--- src/rtl/gpio_pkg.sv ---
package gpio_pkg;

    localparam int ADDR_W = 8;
    localparam int PORT_W = 16;
    localparam int FLEN_W = 4;

    // address regions, taken from bus_addr[7:5]
    localparam logic [2:0] RGN_CFG  = 3'd0;
    localparam logic [2:0] RGN_DATA = 3'd1;
    localparam logic [2:0] RGN_PORT = 3'd2;
    localparam logic [2:0] RGN_FILT = 3'd3;

    // registers inside the filter region, taken from bus_addr[4:0]
    localparam logic [4:0] FREG_LEN  = 5'd0;
    localparam logic [4:0] FREG_EN   = 5'd1;
    localparam logic [4:0] FREG_WAKE = 5'd2;

    localparam logic [1:0] PULL_DOWN = 2'b01;
    localparam logic [1:0] PULL_UP   = 2'b10;

    typedef struct packed {
        logic [1:0] func;
        logic [1:0] pull;
        logic       dir;
    } pin_cfg_t;

endpackage

--- src/rtl/gpio_sync.sv ---
module gpio_sync #(
    parameter int W = 32
) (
    input  logic         clk,
    input  logic         rst_n,
    input  logic [W-1:0] d_i,
    output logic [W-1:0] q_o
);
    typedef struct packed {
        logic [W-1:0] s1;
        logic [W-1:0] s2;
    } sync_t;

    sync_t st_d, st_q;

    always_comb begin
        st_d    = st_q;
        st_d.s1 = d_i;
        st_d.s2 = st_q.s1;
    end

    always_ff @(posedge clk or negedge rst_n) begin
        if (!rst_n) st_q <= '0;
        else        st_q <= st_d;
    end

    assign q_o = st_q.s2;

    // second stage always carries the first stage of one edge earlier
    p_stage_chain_r7: assert property (@(posedge clk) disable iff (!rst_n)
        1'b1 |=> (st_q.s2 == $past(st_q.s1)));

endmodule

--- src/rtl/gpio_glitch_filter.sv ---
module gpio_glitch_filter #(
    parameter int CNT_W = 4
) (
    input  logic             clk,
    input  logic             rst_n,
    input  logic             en_i,
    input  logic [CNT_W-1:0] len_i,
    input  logic             din_i,
    output logic             level_o,
    output logic             event_o
);
    typedef struct packed {
        logic             lvl;
        logic [CNT_W-1:0] cnt;
    } flt_t;

    flt_t st_d, st_q;
    logic evt_d;

    always_comb begin
        st_d  = st_q;
        evt_d = 1'b0;
        if (!en_i) begin
            st_d.lvl = din_i;
            st_d.cnt = '0;
        end else if (din_i == st_q.lvl) begin
            st_d.cnt = '0;
        end else if (st_q.cnt >= len_i) begin
            st_d.lvl = din_i;
            st_d.cnt = '0;
            evt_d    = 1'b1;
        end else begin
            st_d.cnt = st_q.cnt + 1'b1;
        end
    end

    always_ff @(posedge clk or negedge rst_n) begin
        if (!rst_n) st_q <= '0;
        else        st_q <= st_d;
    end

    assign level_o = st_q.lvl;
    assign event_o = evt_d;

    // an input that agrees with the held level never moves it
    p_hold_r8: assert property (@(posedge clk) disable iff (!rst_n)
        (en_i && (din_i == st_q.lvl)) |=> $stable(st_q.lvl));

    // disabled filter is transparent after one register
    p_bypass_r10: assert property (@(posedge clk) disable iff (!rst_n)
        !en_i |=> (st_q.lvl == $past(din_i)));

    // a reported event always comes with a level change
    p_event_moves_r9: assert property (@(posedge clk) disable iff (!rst_n)
        event_o |=> (st_q.lvl != $past(st_q.lvl)));

endmodule

--- src/rtl/gpio_pinctl.sv ---
module gpio_pinctl
    import gpio_pkg::*;
#(
    parameter int                 NUM_PINS     = 32,
    parameter int                 FILT_PINS    = 8,
    parameter logic [NUM_PINS-1:0] IN_ONLY_MASK = {2'b11, {(NUM_PINS-2){1'b0}}}
) (
    input  logic                  clk,
    input  logic                  rst_n,
    input  logic                  bus_we,
    input  logic                  bus_re,
    input  logic [7:0]            bus_addr,
    input  logic [31:0]           bus_wdata,
    output logic [31:0]           bus_rdata,
    input  logic [NUM_PINS-1:0]   pad_in,
    output logic [NUM_PINS-1:0]   pad_out,
    output logic [NUM_PINS-1:0]   pad_oe,
    output logic [NUM_PINS-1:0]   pad_pu,
    output logic [NUM_PINS-1:0]   pad_pd,
    output logic [2*NUM_PINS-1:0] pad_func,
    output logic                  wake_req
);
    localparam int NUM_PORTS = NUM_PINS / PORT_W;

    typedef struct packed {
        pin_cfg_t [NUM_PINS-1:0] cfg;
        logic [NUM_PINS-1:0]     dout;
        logic [FILT_PINS-1:0]    fen;
        logic [FILT_PINS-1:0]    wake;
        logic [FLEN_W-1:0]       flen;
        logic [31:0]             rdata;
    } regs_t;

    regs_t r_d, r_q;

    logic [2:0]           rgn;
    logic [4:0]           sel;
    logic [NUM_PINS-1:0]  pin_s;
    logic [NUM_PINS-1:0]  lvl;
    logic [FILT_PINS-1:0] flt_lvl;
    logic [FILT_PINS-1:0] flt_evt;
    logic [NUM_PINS-1:0]  port_mask;
    logic [NUM_PINS-1:0]  port_data;
    logic [FILT_PINS-1:0] wake_clr;

    assign rgn = bus_addr[7:5];
    assign sel = bus_addr[4:0];

    gpio_sync #(.W(NUM_PINS)) u_sync (
        .clk   (clk),
        .rst_n (rst_n),
        .d_i   (pad_in),
        .q_o   (pin_s)
    );

    for (genvar gi = 0; gi < FILT_PINS; gi++) begin : g_filt
        gpio_glitch_filter #(.CNT_W(FLEN_W)) u_flt (
            .clk     (clk),
            .rst_n   (rst_n),
            .en_i    (r_q.fen[gi]),
            .len_i   (r_q.flen),
            .din_i   (pin_s[gi]),
            .level_o (flt_lvl[gi]),
            .event_o (flt_evt[gi])
        );
    end

    // level seen by software: filtered where the filter is on
    always_comb begin
        lvl = pin_s;
        for (int i = 0; i < FILT_PINS; i++) begin
            if (r_q.fen[i]) lvl[i] = flt_lvl[i];
        end
    end

    // port write mask and data spread over the whole pin vector
    always_comb begin
        port_mask = '0;
        port_data = '0;
        for (int k = 0; k < NUM_PORTS; k++) begin
            port_data[k*PORT_W +: PORT_W] = bus_wdata[PORT_W-1:0];
            if (bus_we && rgn == RGN_PORT && int'(sel) == k)
                port_mask[k*PORT_W +: PORT_W] = bus_wdata[31:PORT_W];
        end
        wake_clr = '0;
        if (bus_we && rgn == RGN_FILT && sel == FREG_WAKE)
            wake_clr = bus_wdata[FILT_PINS-1:0];
    end

    always_comb begin
        r_d = r_q;
        if (bus_we) begin
            case (rgn)
                RGN_CFG: begin
                    for (int i = 0; i < NUM_PINS; i++) begin
                        if (int'(sel) == i) begin
                            r_d.cfg[i] = bus_wdata[4:0];
                            if (IN_ONLY_MASK[i]) r_d.cfg[i].dir = 1'b0;
                        end
                    end
                end
                RGN_DATA: begin
                    for (int i = 0; i < NUM_PINS; i++) begin
                        if (int'(sel) == i) r_d.dout[i] = bus_wdata[0];
                    end
                end
                RGN_PORT: r_d.dout = (r_q.dout & ~port_mask) | (port_data & port_mask);
                RGN_FILT: begin
                    case (sel)
                        FREG_LEN: r_d.flen = bus_wdata[FLEN_W-1:0];
                        FREG_EN:  r_d.fen  = bus_wdata[FILT_PINS-1:0];
                        default: ;
                    endcase
                end
                default: ;
            endcase
        end
        // a new event outranks a clear in the same cycle
        r_d.wake = (r_q.wake & ~wake_clr) | flt_evt;

        if (bus_re) begin
            r_d.rdata = '0;
            case (rgn)
                RGN_CFG: begin
                    for (int i = 0; i < NUM_PINS; i++)
                        if (int'(sel) == i) r_d.rdata[4:0] = r_q.cfg[i];
                end
                RGN_DATA: begin
                    for (int i = 0; i < NUM_PINS; i++)
                        if (int'(sel) == i) r_d.rdata[0] = lvl[i];
                end
                RGN_PORT: begin
                    for (int k = 0; k < NUM_PORTS; k++)
                        if (int'(sel) == k) r_d.rdata[PORT_W-1:0] = lvl[k*PORT_W +: PORT_W];
                end
                RGN_FILT: begin
                    case (sel)
                        FREG_LEN:  r_d.rdata[FLEN_W-1:0]    = r_q.flen;
                        FREG_EN:   r_d.rdata[FILT_PINS-1:0] = r_q.fen;
                        FREG_WAKE: r_d.rdata[FILT_PINS-1:0] = r_q.wake;
                        default: ;
                    endcase
                end
                default: ;
            endcase
        end
    end

    always_ff @(posedge clk or negedge rst_n) begin
        if (!rst_n) r_q <= '0;
        else        r_q <= r_d;
    end

    always_comb begin
        for (int i = 0; i < NUM_PINS; i++) begin
            pad_oe[i]         = r_q.cfg[i].dir;
            pad_pu[i]         = (r_q.cfg[i].pull == PULL_UP);
            pad_pd[i]         = (r_q.cfg[i].pull == PULL_DOWN);
            pad_func[2*i +: 2] = r_q.cfg[i].func;
        end
    end

    assign pad_out   = r_q.dout;
    assign bus_rdata = r_q.rdata;
    assign wake_req  = |r_q.wake;

    // input-only pins never drive
    p_inonly_oe_r3: assert property (@(posedge clk) disable iff (!rst_n)
        ((pad_oe & IN_ONLY_MASK) == '0));

    // a port write leaves unmasked pins alone
    p_port_mask_r5: assert property (@(posedge clk) disable iff (!rst_n)
        (bus_we && rgn == RGN_PORT) |=>
        (((pad_out ^ $past(pad_out)) & ~$past(port_mask)) == '0));

    // flags only drop under a clear write
    p_wake_sticky_r9: assert property (@(posedge clk) disable iff (!rst_n)
        (|r_q.wake) |=> (($past(r_q.wake) & ~$past(wake_clr) & ~r_q.wake) == '0));

    // a flag only rises on a pin whose filter is on
    p_wake_enabled_r10: assert property (@(posedge clk) disable iff (!rst_n)
        (r_q.fen != '1) |=> ((r_q.wake & ~$past(r_q.wake) & ~$past(r_q.fen)) == '0));

endmodule

--- config.mk ---
export PLATFORM = sky130hd
export DESIGN_NAME = gpio_pinctl
export DESIGN_NICKNAME = d
export VERILOG_FILES = /design/src/rtl/gpio_pkg.sv /design/src/rtl/gpio_sync.sv /design/src/rtl/gpio_glitch_filter.sv /design/src/rtl/gpio_pinctl.sv
export SDC_FILE = /design/constraint.sdc
export NUM_CORES = 1
export LEC_CHECK = 0
export BUFFER_PORTS_ARGS = -buffer_cell sky130_fd_sc_hd__buf_4
export CORE_ASPECT_RATIO = 1.5
export CORE_MARGIN = 2
export CORE_UTILIZATION = 25
export CTS_BUF_LIST = sky130_fd_sc_hd__clkbuf_8 sky130_fd_sc_hd__clkbuf_16
export DETAILED_ROUTE_END_ITERATION = 10
export GPL_TIMING_DRIVEN = 0
export PLACE_DENSITY = 0.46
export SLEW_MARGIN = 20
export SYNTH_ARGS = -nofsm -noshare
export SYNTH_HDL_FRONTEND = slang
export SYNTH_SLANG_ARGS = --single-unit
--- constraint.sdc ---
create_clock -name clk -period 1.9 [get_ports clk]
set_input_delay 0.285 -clock clk [delete_from_list [all_inputs] [get_ports clk]]
set_output_delay 0.285 -clock clk [all_outputs]
set_load 0.02 [all_outputs]
==> metrics.csv, run 1 <==
metric,value,unit
status,finished with violations,
failed_checks,negative setup slack,
ys_warn_count,0,
grt_use_total,20.5,%
wl_per_cell,25.3,um
cap_viol_max_count,0,
period_needed,2.10,ns
synth_area_leaders,"dfrtp_1, mux2_2, buf_4, ha_1, nand2_1",
worstPathArrival,2.56,ns
dp_hpwl,58.4,mm
leakage,11.0,nW
synth_top_area_share,47.0,%
hp-class,in -> reg,
cts_tree,done,
r2r-start,pad_oe[6]$_DFFE_PN0P_,
wirelength,75.5,mm
via_per_inst,4.89,
power_density,793,nW/um2
design_area,23600,um2
htree_levels,2,
holdCritStartpoint,bus_wdata[7],
top_layer,met5,
synthFlopType,dfrtp_1,
ant_nets,0,
io_pins,301,
cp.required,2.36,ns
crit_type,reg -> reg,
drt_iter0_markers,1007,
cp-startpoint,pad_oe[6]$_DFFE_PN0P_,
antenna_found_initial,4,
fmax,0.476,GHz
slew_violations,0,
setup_viol_count_final,16,
placed_cell_area,21000,um2
dieArea,72400,um2
async_reset_ff_share,100,%
first_global_vias,15123,
clk_pin_slew,0.07,ns
clockBufferDepth,3,
row_count,119,
area_delta_synth_final,34.3,%
min_period_over_period,111,%
ys_seq_area_share,47.0,%
fin_ws,-0.201,ns
tightest_slew,1.00,ns
synth_top_area_cell,dfrtp_1,
rsz0062_at_grt,true,
synth.avg_cell_area,10.5,um2
r2r_setup_slack,-0.20,ns
start_util,25.1,%
fp.dieH,329,um
grt_max_degree,99,
ys_types,78,
cts_root_buf,clkbuf_16,
fillers,7138,
grt_pass1_wl,107,mm
multiInputGateArea,8370,um2
relSlewSlack,33.3,%
die-width,220,um
clkSinkCount,330,
irDropWorstVdd,0.462,mV
drtPass1Iterations,5,
register_area,8270,um2
place.gp.congestion,0.973,
worstSetupStartpointType,register,
wl_met3,3.27,mm
grt_overflow,0,
drive_above_1_share,43.3,%
yosysMostFrequentCell,dfrtp_1,
ys_ff_latch,330,
dp_slack,-1.12,ns
postSynthCellCount,1665,
vias,14606,
wl_met2,39.2,mm
netlist_area,17600,um2
drt-met1-wl,28.6,mm
fin_worst_skew,0.0346,ns
fin_nets,2166,
hold_viol_final,0,
end_kind,register,
portBuffers,275,
synth_edf_count,0,
crit_fanout,3,
core,69800,um2
drc,0,
clk_latency,0.57,ns
synth_commonest_cells,"dfrtp_1, mux2_2, buf_4",
numCtsBuffers,36,
==> final timing paths <==
kind,end,cells past startpoint
max reg2reg,bus_rdata[0]$_DFFE_PN0P_,7
min,r_q[51]$_DFFE_PN0P_,2
max,bus_rdata[0]$_DFFE_PN0P_,7
min in group asynchronous,u_sync.st_d[11]$_DFF_PN0_,2
min reg2reg,u_sync.q_o[14]$_DFF_PN0_,0
max in group asynchronous,u_sync.st_d[4]$_DFF_PN0_,4
==> cells by family (layout without fill, tap and decap cells) <==
family | Yosys count | count (layout) | share of synthesized area, %
AO/OA/AOI/OAI | 364 | 364 | 13.5
XOR/XNOR | 24 | 24 | 1.20
adder cells (fa/ha/maj) | 40 | 40 | 2.85
buffers and inverters | 282 | 675 | 10.0
flip-flops | 330 | 330 | 47.0
multiplexers | 214 | 214 | 13.9
other | 1 | 20 | 0.0214
AND/OR/NAND/NOR | 410 | 410 | 11.4
==> power breakdown <==
group / switching [mW] / internal (mW)
combinational: 1.94 / 1.64
sequential: 0.454 / 7.47
clock: 3.03 / 4.17
total: 5.42 / 13.3
==> cells in the final DEF, fill, tap and decap left out, types with 11 or more instances in the layout <==
cell type,count
ha_4,16
o2bb2ai_1,11
nand3_1,22
nor2_2,16
dlygate4sd3_1,35
ha_1,24
mux2i_1,18
nand3_2,11
a22oi_1,24
a31oi_1,12
nand2_1,121
mux2_2,178
nor3_1,11
clkbuf_1,27
nor2b_1,68
a21o_1,26
a211oi_1,20
xor2_1,16
buf_6,16
buf_4,459
clkbuf_16,37
o221ai_1,11
inv_1,39
o21ai_0,71
dfrtp_1,323
nor2_1,84
a21oi_1,85
conb_1,18
==> worst max-delay path, cell delays in order, from the launching register on <==
cell and delay, ns:
dfrtp_1 0.40, mux2i_2 0.25, a22oi_1 0.10, a32oi_1 0.25, o21ai_1 0.14, a221oi_2 0.43
o41ai_1 0.15, a211o_1 0.28
==> per-stage QoR <==
stage	setup TNS [ns]	std cells	utilization (%)	hold WS [ns]	total power, mW
final	-0.901	2984	33.8	0.0467	18.7
after global routing	-2.02	2983	33.8	0.0318	19.3
after CTS	-0.404	2978	33.3	0.0248	18.8
after detailed placement	-137.92	2867	30.1	0.231	11.3
after global placement	-1009.75	2864	29.9	0.336	11.3
after floorplan	-0.00392	1682	-	-0.0106	9.72
==> per-layer routing <==
layer | vias to the layer above | track usage (%)
met3 | 165 | 2.63
met4 | 4 | 11.1
met5 | - | 0
li1 | 6505 | -
met1 | 7423 | 23.7
met2 | 509 | 36.5
==> cell type report <==
class	count	share of cell area, %
Antenna cell	2	0.0212
Timing Repair Buffer	334	11.5
Sequential cell	330	35.1
Clock buffer	39	4.04
Clock inverter	24	0.944
Buffer	247	7.58
Tap cell	907	4.81
Multi-Input combinational cell	1070	35.5
Inverter	31	0.525
==> sequential cells by signal, summed over array words and instances, names as in the netlist, named ones only <==
register              flops
u_sync.q_o               32
g_filt.u_flt.level_o      8
pad_oe                   30
g_filt.u_flt.st_q        32
bus_rdata                16
u_sync.st_d              32
pad_func                 64
r_q                      84
==> timing repair <==
action                                 4_1_cts  5_1_grt
buffers inserted                            17        5
gates resized for setup                    121       77
hold buffers                                35        0
gates cloned                                 0        0
endpoints found under the hold margin       85        0
pin swaps                                   23       37
setup endpoints to repair                  166      120
Note: power is estimated with default switching activity, not from simulation.
==> run 2, diff against run 1 <==
- SYNTH_HIERARCHICAL: unset -> 1
==> metrics.csv, run 2 <==
metric,value,unit,change
rr_worst_depth,7,,unchanged
relSlewSlack,30.5,%,-2.8 points
worstPathArrival,2.41,ns,-0.15 ns
wirelength,81.3,mm,+7.8%
irDropWorstVdd,0.472,mV,+2.3%
fmax,0.515,GHz,+8.2%
grt_use_total,21.3,%,+0.81 points
dp_hpwl,63.6,mm,+9.0%
drt_iter0_markers,1099,,+9.1%
numCtsBuffers,38,,+5.6%
postSynthCellCount,1692,,+1.6%
cp.required,2.37,ns,about the same
holdCritStartpoint,bus_wdata[5],,
fp.dieH,334,um,+1.7%
ys_ff_latch,330,,unchanged
largest_register_ffs,84,,unchanged
hold_viol_final,0,,unchanged
ys_types,86,,+10%
drtPass1Iterations,7,,+2
vias,15198,,+4.1%
row_count,121,,+1.7%
r2r-start,r_q[50]$_DFFE_PN0P_,,
final_common_cell,buf_4,,
worst_hold_path.endpoint,r_q[49]$_DFFE_PN0P_,,
fin_worst_skew,0.0119,ns,-0.0227 ns
hold-worst-slack,0.0297,ns,-0.0170 ns
async_reset_ff_share,100,%,unchanged
power_density,806,nW/um2,+1.8%
cap_viol_max_count,0,,unchanged
core,72400,um2,+3.6%
synth_area_leaders,"dfrtp_1, mux2_2, buf_4, nor2b_1, ha_1",,
fin_nets,2210,,+2.0%
wl_met2,42.5,mm,+8.7%
wl_met3,4.00,mm,+22%
placed_cell_area,21700,um2,+3.2%
crit_type,in -> reg,,
drive_above_1_share,45.7,%,+2.4 points
slew_violations,0,,unchanged
period_needed,1.94,ns,-0.160 ns
layout_common_cells,"buf_4, dfrtp_1, mux2_2, nand2_1, nor2b_1",,
place.gp.congestion,0.957,,-1.7%
die-width,224,um,+1.7%
dieArea,75000,um2,+3.5%
synthFlopType,dfrtp_1,,
top_layer,met5,,
netlist_area,18200,um2,+3.6%
worstSetupStartpointType,input pin,,
cts_root_buf,clkbuf_16,,
end_kind,register,,
grt_max_degree,92,,-7.1%
clkSinkCount,330,,unchanged
htree_levels,2,,unchanged
ys_seq_area_share,45.4,%,-1.6 points
synth.avg_cell_area,10.7,um2,+1.9%
holdPathStages,2,,unchanged
fillers,7524,,+5.4%
clockBufferDepth,3,,unchanged
antenna_found_initial,4,,unchanged
io_pins,301,,unchanged
ys_warn_count,6,,+6
synth_commonest_cells,"dfrtp_1, mux2_2, buf_4",,
clk_latency,0.56,ns,about the same
clk_pin_slew,0.06,ns,about the same
power,19.4,mW,+3.8%
timing.rr.end,bus_rdata[0]$_DFFE_PN0P_,,
drt-met1-wl,30.6,mm,+6.8%
fin_ws,-0.0413,ns,+0.160 ns
ant_nets,0,,unchanged
hp-class,in -> reg,,
synth_top_area_cell,dfrtp_1,,
synth_edf_count,0,,unchanged
min_period_over_period,102,%,-8.4 points
regMostFlops,r_q,,
grt_pass1_wl,115,mm,+7.5%
rsz0062_at_grt,true,,
drc,0,,unchanged
crit_fanout,10,,+7
start_util,25.1,%,about the same
yosysMostFrequentCell,dfrtp_1,,
via_per_inst,4.99,,+2.0%
design_area,24100,um2,+2.0%
setup_viol_count_final,2,,-14
area_delta_synth_final,32.3,%,
first_global_vias,15896,,+5.1%
leakage,11.1,nW,+0.83%
status,finished with violations,,
portBuffers,274,,-0.36%
r2r_setup_slack,-0.04,ns,+0.16 ns
cts_tree,done,,
tightest_slew,1.04,ns,+0.0413 ns
grt_overflow,0,,unchanged
wl_per_cell,26.7,um,+5.7%
synth_top_area_share,45.4,%,-1.6 points
failed_checks,negative setup slack,,
## run 2: cell types whose count changed after synthesis, moves of 12 or more
cell and delta:
clkbuf_1 -12, o211ai_2 +17, inv_1 +19, a21oi_1 -16, nor2_1 -35, mux2i_1 -16
nor3_1 +33, nor2b_1 +15, mux2_2 +22, a21o_1 -17, o21ai_0 -28
## run 2: stage by stage
| step | util [%] | setup WS [ns] | instances | TNS (ns) |
|---|---|---|---|---|
| after detailed placement | 30.0 | -1.22 | 2908 | -154.40 |
| final | 33.2 | -0.0413 | 3043 | -0.0687 |
| after global routing | 33.2 | -0.132 | 3042 | -0.281 |
| after floorplan | - | -0.0668 | 1709 | -0.723 |
| after global placement | 29.8 | -2.69 | 2905 | -1016.69 |
| after CTS | 32.8 | -0.0951 | 3022 | -0.146 |
## run 2: area by class of cell
type	instances	area, um2	area share [%]
clock inverter	23	224	0.931
inverter	51	199	0.827
sequential	330	8280	34.4
multi-input combinational	1087	8700	36.2
tap	922	1150	4.79
timing repair buffer	347	2780	11.5
clock buffer	42	1020	4.23
buffer	239	1700	7.08
antenna	2	5.00	0.0208
## run 2: cell families (layout without fill, tap and decap cells)
| kind of cell | count (synthesis) | after routing | synth area share [%] |
|---|---|---|---|
| DFF | 330 | 330 | 45.4 |
| adders and majority gates | 40 | 40 | 2.75 |
| and+or+nand+nor | 429 | 429 | 12.9 |
| buffers and inverters | 292 | 702 | 9.99 |
| muxes | 222 | 222 | 13.9 |
| other | 1 | 20 | 0.0206 |
| xor gates and xnor gates | 24 | 24 | 1.16 |
| AOI/OAI and AO/OA | 354 | 354 | 13.9 |
## run 2: worst max-delay path by stage
stage | startpoint | to | cells past startpoint
6_report | bus_addr[0] | bus_rdata[0]$_DFFE_PN0P_ | 10
5_1_grt | r_q[50]$_DFFE_PN0P_ | bus_rdata[0]$_DFFE_PN0P_ | 7
4_1_cts | r_q[50]$_DFFE_PN0P_ | bus_rdata[0]$_DFFE_PN0P_ | 7
3_5_place_dp | bus_addr[3] | bus_rdata[4]$_DFFE_PN0P_ | 10
3_3_place_gp | rst_n | pad_func[45]$_DFFE_PN0P_ | 1
2_1_floorplan | bus_addr[0] | register | 7
## run 2: power breakdown
part	switching, mW	internal [mW]	leakage, nW
clock	3.12	4.39	0.641
combinational	1.99	1.77	6.20
sequential	0.574	7.55	4.29
## run 2: per-layer routing
metal | vias to the layer above | track usage [%]
met5 | - | 0
met4 | 4 | 10.4
met3 | 186 | 2.83
met2 | 607 | 39.2
met1 | 7711 | 24.2
li1 | 6690 | -
## run 2: what timing repair did
item,CTS,global route
pin swaps,15,18
endpoints found under the setup margin,172,75
setup buffers,17,19
endpoints found under the hold margin,108,0
hold buffers,34,0
gates resized for setup,82,53
## run 2: worst max-delay path, cell delays in order
cell      delay, ns
buf_8          0.11
buf_4          0.26
buf_6          0.23
nand2_1        0.12
nor2_1         0.55
a221oi_1       0.22
o21ai_1        0.13
a21oi_1        0.13
a211o_1        0.31
o221ai_1       0.07
